File: config.mk
export PLATFORM = sky130hd
export DESIGN_NAME = spi_dbuf_master
export DESIGN_NICKNAME = d
export VERILOG_FILES = /design/src/rtl/spi_dbuf_pkg.sv /design/src/rtl/spi_clk_div.sv /design/src/rtl/spi_hold_reg.sv /design/src/rtl/spi_shift_eng.sv /design/src/rtl/spi_dbuf_master.sv
export SDC_FILE = /design/constraint.sdc
export NUM_CORES = 1
export LEC_CHECK = 0
export BUFFER_PORTS_ARGS = -buffer_cell sky130_fd_sc_hd__clkbuf_2
export CORE_MARGIN = 2
export CORE_UTILIZATION = 30
export CTS_CLUSTER_SIZE = 25
export DETAILED_ROUTE_END_ITERATION = 10
export MAX_ROUTING_LAYER = met4
export PLACE_DENSITY = 0.49
export SYNTH_ARGS = -nofsm -noshare
export SYNTH_HDL_FRONTEND = slang
export SYNTH_HIERARCHICAL = 1
export SYNTH_SLANG_ARGS = --single-unit
File: constraint.sdc
create_clock -name clk -period 5.08 [get_ports clk]
set_input_delay 0 -clock clk [delete_from_list [all_inputs] [get_ports clk]]
set_output_delay 0 -clock clk [all_outputs]
set_load 0.03 [all_outputs]
File: src/rtl/spi_dbuf_pkg.sv
// Shared types and helpers for the double-buffered SPI master.
// Assumes nothing beyond IEEE 1800-2017.
package spi_dbuf_pkg;

    // Shift engine state: idle (SCLK parked low) or running a byte.
    typedef enum logic {
        SH_IDLE = 1'b0,
        SH_RUN  = 1'b1
    } sh_state_e;

endpackage

File: src/rtl/spi_clk_div.sv
// Half-period tick generator for SCLK.
// Emits one-cycle 'tick' every 'half' system cycles while 'run' is high.
// Assumes 'half' >= 1 (clamped by the parent). Counter restarts from zero
// whenever 'run' is low or 'clr' is high.
module spi_clk_div #(
    parameter int DIV_W = 8
) (
    input  logic             clk,
    input  logic             rst_n,
    input  logic             clr,
    input  logic             run,
    input  logic [DIV_W-1:0] half,
    output logic             tick
);

    logic [DIV_W-1:0] cnt_q;

    // Tick when the counter has reached the programmed half-period.
    assign tick = run && (cnt_q >= half - DIV_W'(1));

    // Count system cycles within one SCLK half-period.
    always_ff @(posedge clk) begin
        if (!rst_n || clr || !run) begin
            cnt_q <= '0;
        end else if (tick) begin
            cnt_q <= '0;
        end else begin
            cnt_q <= cnt_q + DIV_W'(1);
        end
    end

endmodule

File: src/rtl/spi_hold_reg.sv
// One-entry holding register in front of the shifter.
// A write always lands (replacing any waiting byte); a take empties it.
// When a write and a take coincide, the write wins so the new byte waits.
// Assumes 'take' is only raised while 'full' is high.
module spi_hold_reg #(
    parameter int DATA_W = 8
) (
    input  logic              clk,
    input  logic              rst_n,
    input  logic              en,
    input  logic              wr,
    input  logic [DATA_W-1:0] wdata,
    input  logic              take,
    output logic              full,
    output logic [DATA_W-1:0] data
);

    // Track occupancy of the holding register.
    always_ff @(posedge clk) begin
        if (!rst_n || !en) begin
            full <= 1'b0;
        end else if (wr) begin
            full <= 1'b1;
        end else if (take) begin
            full <= 1'b0;
        end
    end

    // Capture the host byte on each accepted write.
    always_ff @(posedge clk) begin
        if (!rst_n) begin
            data <= '0;
        end else if (en && wr) begin
            data <= wdata;
        end
    end

endmodule

File: src/rtl/spi_shift_eng.sv
// Mode-0 shift engine: drives SCLK/MOSI, samples MISO, MSB first.
// On a half-period tick, a low SCLK rises (sample MISO) and a high SCLK
// falls (advance MOSI or finish the byte). After the last falling edge it
// reloads at once from the holding register when a byte waits there.
// Assumes 'tick' comes from a divider that runs only while 'active'.
module spi_shift_eng
    import spi_dbuf_pkg::*;
#(
    parameter int DATA_W = 8,
    parameter int BIT_W  = $clog2(DATA_W)
) (
    input  logic              clk,
    input  logic              rst_n,
    input  logic              en,
    input  logic              tick,
    input  logic              hold_full,
    input  logic [DATA_W-1:0] hold_data,
    input  logic              miso,
    output logic              take,
    output logic              active,
    output logic              sclk,
    output logic              mosi,
    output logic              done,
    output logic [DATA_W-1:0] rx_data
);

    localparam logic [BIT_W-1:0] LAST_BIT = BIT_W'(DATA_W - 1);

    sh_state_e         state_q;
    logic [DATA_W-1:0] tx_sh_q;
    logic [DATA_W-1:0] rx_sh_q;
    logic [BIT_W-1:0]  bit_q;
    logic              sclk_q;
    logic              last_fall;

    // Final falling edge of the current byte.
    assign last_fall = (state_q == SH_RUN) && tick && sclk_q && (bit_q == LAST_BIT);
    // Pull a waiting byte when idle or right at the end of a byte.
    assign take      = en && hold_full && ((state_q == SH_IDLE) || last_fall);
    assign done      = en && last_fall;
    assign active    = (state_q == SH_RUN);
    assign sclk      = sclk_q;
    assign mosi      = tx_sh_q[DATA_W-1];

    // Main shift sequencer: load, rising edge, falling edge, finish.
    always_ff @(posedge clk) begin
        if (!rst_n || !en) begin
            state_q <= SH_IDLE;
            tx_sh_q <= '0;
            bit_q   <= '0;
            sclk_q  <= 1'b0;
        end else if (take) begin
            state_q <= SH_RUN;
            tx_sh_q <= hold_data;
            bit_q   <= '0;
            sclk_q  <= 1'b0;
        end else if (state_q == SH_RUN && tick) begin
            if (!sclk_q) begin
                sclk_q <= 1'b1;
            end else begin
                sclk_q <= 1'b0;
                if (bit_q == LAST_BIT) begin
                    state_q <= SH_IDLE;
                    tx_sh_q <= '0;
                end else begin
                    tx_sh_q <= {tx_sh_q[DATA_W-2:0], 1'b0};
                    bit_q   <= bit_q + BIT_W'(1);
                end
            end
        end
    end

    // Sample MISO on each rising SCLK edge.
    always_ff @(posedge clk) begin
        if (!rst_n) begin
            rx_sh_q <= '0;
        end else if (en && state_q == SH_RUN && tick && !sclk_q) begin
            rx_sh_q <= {rx_sh_q[DATA_W-2:0], miso};
        end
    end

    // Publish the received byte at the end of each byte.
    always_ff @(posedge clk) begin
        if (!rst_n) begin
            rx_data <= '0;
        end else if (done) begin
            rx_data <= rx_sh_q;
        end
    end

endmodule

File: src/rtl/spi_dbuf_master.sv
// Top level: double-buffered SPI master, mode 0, MSB first.
// Joins holding register, shift engine and SCLK divider, and keeps the
// receive-full flag and the buffer-empty interrupt. Slave select is left
// to the host, which should wait for 'busy' low before deasserting it.
module spi_dbuf_master #(
    parameter int DATA_W = 8,
    parameter int DIV_W  = 8
) (
    input  logic              clk,
    input  logic              rst_n,
    input  logic              en,
    input  logic [DIV_W-1:0]  clk_half,
    input  logic              wr_stb,
    input  logic [DATA_W-1:0] wr_data,
    input  logic              irq_en,
    input  logic              rx_ack,
    input  logic              miso,
    output logic              tx_empty,
    output logic              irq,
    output logic              busy,
    output logic [DATA_W-1:0] rx_data,
    output logic              rx_full,
    output logic              sclk,
    output logic              mosi
);

    localparam int BIT_W = $clog2(DATA_W);

    logic              hold_full;
    logic [DATA_W-1:0] hold_data;
    logic              take;
    logic              tick;
    logic              active;
    logic              done;
    logic [DIV_W-1:0]  half_eff;

    // Half-period of zero is treated as one.
    assign half_eff = (clk_half == '0) ? DIV_W'(1) : clk_half;
    assign tx_empty = !hold_full;
    assign irq      = tx_empty && irq_en;
    assign busy     = active;

    spi_hold_reg #(.DATA_W(DATA_W)) u_hold (
        .clk   (clk),
        .rst_n (rst_n),
        .en    (en),
        .wr    (wr_stb),
        .wdata (wr_data),
        .take  (take),
        .full  (hold_full),
        .data  (hold_data)
    );

    spi_shift_eng #(.DATA_W(DATA_W), .BIT_W(BIT_W)) u_eng (
        .clk       (clk),
        .rst_n     (rst_n),
        .en        (en),
        .tick      (tick),
        .hold_full (hold_full),
        .hold_data (hold_data),
        .miso      (miso),
        .take      (take),
        .active    (active),
        .sclk      (sclk),
        .mosi      (mosi),
        .done      (done),
        .rx_data   (rx_data)
    );

    spi_clk_div #(.DIV_W(DIV_W)) u_div (
        .clk   (clk),
        .rst_n (rst_n),
        .clr   (!en),
        .run   (active),
        .half  (half_eff),
        .tick  (tick)
    );

    // Receive-full flag: set at byte end (wins over ack), cleared by ack.
    always_ff @(posedge clk) begin
        if (!rst_n) begin
            rx_full <= 1'b0;
        end else if (done) begin
            rx_full <= 1'b1;
        end else if (rx_ack) begin
            rx_full <= 1'b0;
        end
    end

endmodule

* Word-level counts from Yosys, hierarchy flattened
Cells that the tools add are included.
Word-level totals: register bits after elaboration 47, input port bits 23, output and inout bits 14, logic and storage cells 62
Cells by class: add/sub/neg operators 3, $lt $le $gt $ge 1, eq/ne operators 1, muxes and demuxes 14, bitwise logic cells 2, reduce and logical (&&, ||, !) cells 31
Operators with widths (count):
- two-way mux 8 bit | 5
- logical AND 1 bit | 12
- nonzero test 2 bit | 5
- two-way mux 1 bit | 9
- adder 8 x 1 -> 8 bit (second input constant) | 1
- >= comparator 8 bit | 1
- zero test 8 bit | 1
- subtractor 8 x 1 -> 8 bit (second input constant) | 1
- AND reduction 3 bit | 2
- zero test 1 bit | 5
- OR reduction 2 bit | 2
- adder 3 x 1 -> 3 bit (second input constant) | 1
- == test 3 bit (second input constant) | 1
- logical OR 1 bit | 3
- NOT 1 bit | 2
- AND reduction 2 bit | 1

* Depth between registers and ports, before layout
depth after elaboration 12, mapped depth 16, mapped depth without buffers 15

* By module
The synthesis kept the hierarchy.
By module, submodules not included:
- spi_shift_eng | instances 1, cells each 144, area each 1353.8 um^2, seq. area each 580.6 um^2
- spi_clk_div | instances 1, cells each 72, area each 631.9 um^2, seq. area each 160.2 um^2
- spi_hold_reg | instances 1, cells each 41, area each 401.6 um^2, seq. area each 180.2 um^2
- spi_dbuf_master | instances 1, cells each 16, area each 98.8 um^2, seq. area each 20.0 um^2

* Worst setup path before layout
OpenSTA, ideal clock, no wires.
path kind input to register, from input port clk_half[7], to register u_eng.tx_sh_q[2], setup time 0.119 ns, arrival 2.459 ns, required time 4.961 ns, setup slack 2.502 ns, stages on the path 15, buffers on the path 2, cell sequence nor4_2 a21o_1 inv_1 ha_1 xnor2_1 ha_1 o21ai_1 a211o_1 o21ai_1 and2_1 buf_6 and3_4 buf_6 a21oi_1 o221a_2
On the way: cells in the longest elaborated chain, start to end 12, elaborated cells on any way between the ends 14, classes of those cells add/sub: 1; order compare: 1; mux: 2; reduce/logical: 10
Ends and longest elaborated chain:
- from (decl) | line spi_dbuf_master.sv:12 | input logic [DIV_W-1:0] clk_half,
- zero test 8 bit (*) | line spi_dbuf_master.sv:38 | assign half_eff = (clk_half == '0) ? DIV_W'(1) : clk_half;
- two-way mux 8 bit (*) | line spi_dbuf_master.sv:38
- via half_eff[0] | line spi_dbuf_master.sv:35 | logic [DIV_W-1:0] half_eff;
- subtractor 8 x 1 -> 8 bit (*) | line spi_clk_div.sv:19 | assign tick = run && (cnt_q >= half - DIV_W'(1));
- >= comparator 8 bit (*) | line spi_clk_div.sv:19
- logical AND 1 bit (*) | line spi_clk_div.sv:19
- via tick | line spi_dbuf_master.sv:32 | logic tick;
- logical AND 1 bit (*) | line spi_shift_eng.sv:37, spi_shift_eng.sv:57
- logical AND 1 bit (2 in a row) | line spi_shift_eng.sv:37 | assign last_fall = (state_q == SH_RUN) && tick && sclk_q && (bit_q == LAST_BIT);
- logical OR 1 bit | line spi_shift_eng.sv:39 | assign take = en && hold_full && ((state_q == SH_IDLE) || last_fall);
- logical AND 1 bit | line spi_shift_eng.sv:39
- nonzero test 2 bit (no source line)
- AND reduction 2 bit (no source line)
- to (signal assigned) | line spi_shift_eng.sv:54 | tx_sh_q <= hold_data;
- to (signal assigned) | line spi_shift_eng.sv:66 | tx_sh_q <= {tx_sh_q[DATA_W-2:0], 1'b0};
- to (decl) | line spi_shift_eng.sv:30 | logic [DATA_W-1:0] tx_sh_q;
The timed path passes the listed nets; every way through them passes the cells marked *. A chain may end at the register's enable or synchronous reset.

* Final worst setup path
from input port clk_half[7], to register u_eng.tx_sh_q[7]
The elaborated chain is that of the path after synthesis.

==> results.tsv <==
metric	value	unit
post_cts_buffers	0	
fin_skew	0.00971	ns
multi_input_area	1360	um2
grt_overflow	0	
synth_xor_area_share	4.93	%
seq_area	941	um2
maxCapViolCount	0	
ctsLongestPathBuffers	2	
drt_iter0_drc	81	
synth_edf_count	0	
synth_ff_type	dfxtp_1	
yosys.area_share.simple	23.6	%
stdcell_area	2850	um2
crit_family	simple AND/OR/NAND/NOR gates	
grt_use_met1	18.5	%
fmax	362	MHz
cts_sinks	47	
outcome	finished, final reports clean	
dieArea	9030	um2
path_cells	clkbuf_2 > nor4_2 > a21o_1 > inv_1 > ha_1 > xnor2_1 > ha_1 > o21ai_1 > a211o_1 > o21ai_1 > and2_1 > and3_4 > nor3_2 > a221o_1	
ctsHtreeMaxLevel	2	
yosys.area.top_type	dfxtp_1	
synth_fa_ha_area_share	6.04	%
fin_tns_setup	0	ns
use_met2	17.2	%
vias	1899	
fin_crit	2.76	ns
yosys_warnings	6	
area_delta_synth_final	14.5	%
synth.ff_latch_count	47	
dpl.hpwl	3820	um
hold_viol	0	
syn_inst	273	
antenna_found_initial	0	
critPathLaunchType	input pin	
critPathMaxFanout	12	
synth_cell_type_count	50	
slowest_stage	and2_1	
critPathCaptureType	flip-flop	
path_clk_slew	0.09	ns
rsz0062_at_grt	no	
final_common_cell	dfxtp_1	
synth_nets	308	
avgSynthCellArea	9.11	um2
powerDensity	239	nW/um2
gr-usage-met3	2.53	%
vdd_drop_max	0.0901	mV
routed_via_density	4.63	
finalSetupViolCount	0	
rows	33	
insertedDiodeCount	0	
cts_tree	built	
ioPinCount	37	
worst_pin_slew	0.688	ns
wl_per_cell	12.8	um
cp.required	5.27	ns
worst_hold_path_type	in2reg	
cts-root-buf	clkbuf_8	
dpl_cell_area	2660	um2
holdBufCountCts	9	
critical_path_class	in2reg	
slew-limit-headroom	54.2	%
synth.area.mux_share	0.805	%
path_buf_inv	2	
firstDrtPassIters	4	
final_max_slew_viol_count	0	
drc	0	
grt_use_total	12.5	%
post_cts_resized	0	
fin_crit_sh	54.4	%
insertion_delay	0.30	ns
grt_pass1_vias	1793	
io_buffers	36	
die_h	95.0	um
grt_pass1_wl	8710	um
fillers	849	
yosys.area.top_type_share	37.8	%
grt_max_degree	38	
core_area	8130	um2
ant_nets	0	
synthArstFlopShare	0	%
ys_seq_area_share	37.8	%
synth-compound-area-share	19.3	%
drive_gt1_share	22.3	%
gp_congestion	0.818	
worst-endpoint-arrival	2.95	ns
die_w	95.0	um
wirelength	5270	um
busiest_layer	met1	
most-common-layout-cells	47 x dfxtp_1, 36 x clkbuf_2, 35 x nand2_1	
synthesis.area	2490	um2
synthTopCellsByArea	dfxtp_1 38%, ha_1 6.0%, nand2_1 5.3%	
numCtsBuffers	5	
nNetsFinal	339	
leakage	1.09	nW
worst_path_largest_cell_delay	0.36	ns
start_util	30.6	%
synth_top_family_by_area	simple AND/OR/NAND/NOR gates	
[stage by stage]
step	power, W	worst slack [ns]	util (%)	hold WS (ns)	instances
2_1_floorplan	0.000427	2.50	-	0.118	273
3_5_place_dp	0.000442	1.99	32.7	0.259	393
6_report	0.000681	2.32	35.0	0.00900	410
3_3_place_gp	0.000442	2.08	32.7	0.245	393
5_1_grt	0.000713	2.06	35.0	0.0105	410
4_1_cts	0.000690	2.31	35.0	0.00163	410
[power by group]
part	leakage [nW]	internal, W	switching [W]
combinational	0.663	0.0000276	0.0000344
sequential	0.380	0.000372	0.00000441
clock	0.0474	0.000111	0.000131
[logic make-up after synthesis]
kind of cell / count (synthesis)
AND/OR/NAND/NOR: 106
AO/OA/AOI/OAI: 59
flip-flops: 47
buffers and inverters: 33
XOR/XNOR: 14
adder cells (fa/ha/maj): 12
multiplexers: 2
[tightest hold or removal path, delay by kind of cell]
family	cells	cell delay, ns
and+or+nand+nor	1	0.04
buffers and inverters	1	0.07
AOI/OAI and AO/OA	1	0.15
[layout make-up]
| class | count | share of cell area (%) |
|---|---|---|
| Clock inverter | 2 | 0.571 |
| Multi-Input combinational cell | 193 | 47.8 |
| Tap cell | 105 | 4.62 |
| Inverter | 12 | 1.58 |
| Clock buffer | 6 | 2.90 |
| Sequential cell | 47 | 33.1 |
| Timing Repair Buffer | 45 | 9.49 |
[registers in the layout, indices dropped and copies added, names as in the netlist]
register / count
u_eng/rx_data: 8
u_hold/data: 8
u_div/cnt_q: 8
u_hold/full: 1
u_eng/active: 1
u_eng/sclk: 1
u_eng/tx_sh_q: 8
rx_full: 1
u_eng/bit_q: 3
u_eng/rx_sh_q: 8
[cells in the mapped netlist, types with 2 or more instances]
cell type	n
a21boi_0	14
a21boi_1	2
a21oi_1	7
a221o_1	5
and2_1	3
buf_2	4
buf_4	3
buf_6	6
clkbuf_1	8
dfxtp_1	47
ha_1	12
inv_1	12
mux2i_1	2
nand2_1	35
nand2b_1	2
nand3_1	12
nand4_1	8
nor2_1	13
nor2b_1	4
nor3_1	13
nor4_2	2
o21a_1	2
o21ai_0	9
o21ai_1	2
o21ai_2	8
o221a_2	2
xnor2_1	7
xor2_1	7
[metal layers]
metal | vias up | wire, um
met1 | 845 | 2970
met3 | 2 | 206
met5 | - | 0
met4 | 0 | 40
met2 | 40 | 2050
li1 | 1012 | -
[path summary, 6_finish.rpt]
check                                    start                to  slack [ns]  depth (start not counted)
worst max-delay path               clk_half[7]  u_eng/tx_sh_q[7]        2.32                         14
worst min-delay path                    rx_ack           rx_full       0.009                          3
worst max register to register  u_div/cnt_q[0]  u_eng/tx_sh_q[7]        2.49                          9
worst min register to register  u_div/cnt_q[0]    u_div/cnt_q[0]        0.47                          1
Power figures use the tool's default switching activity.
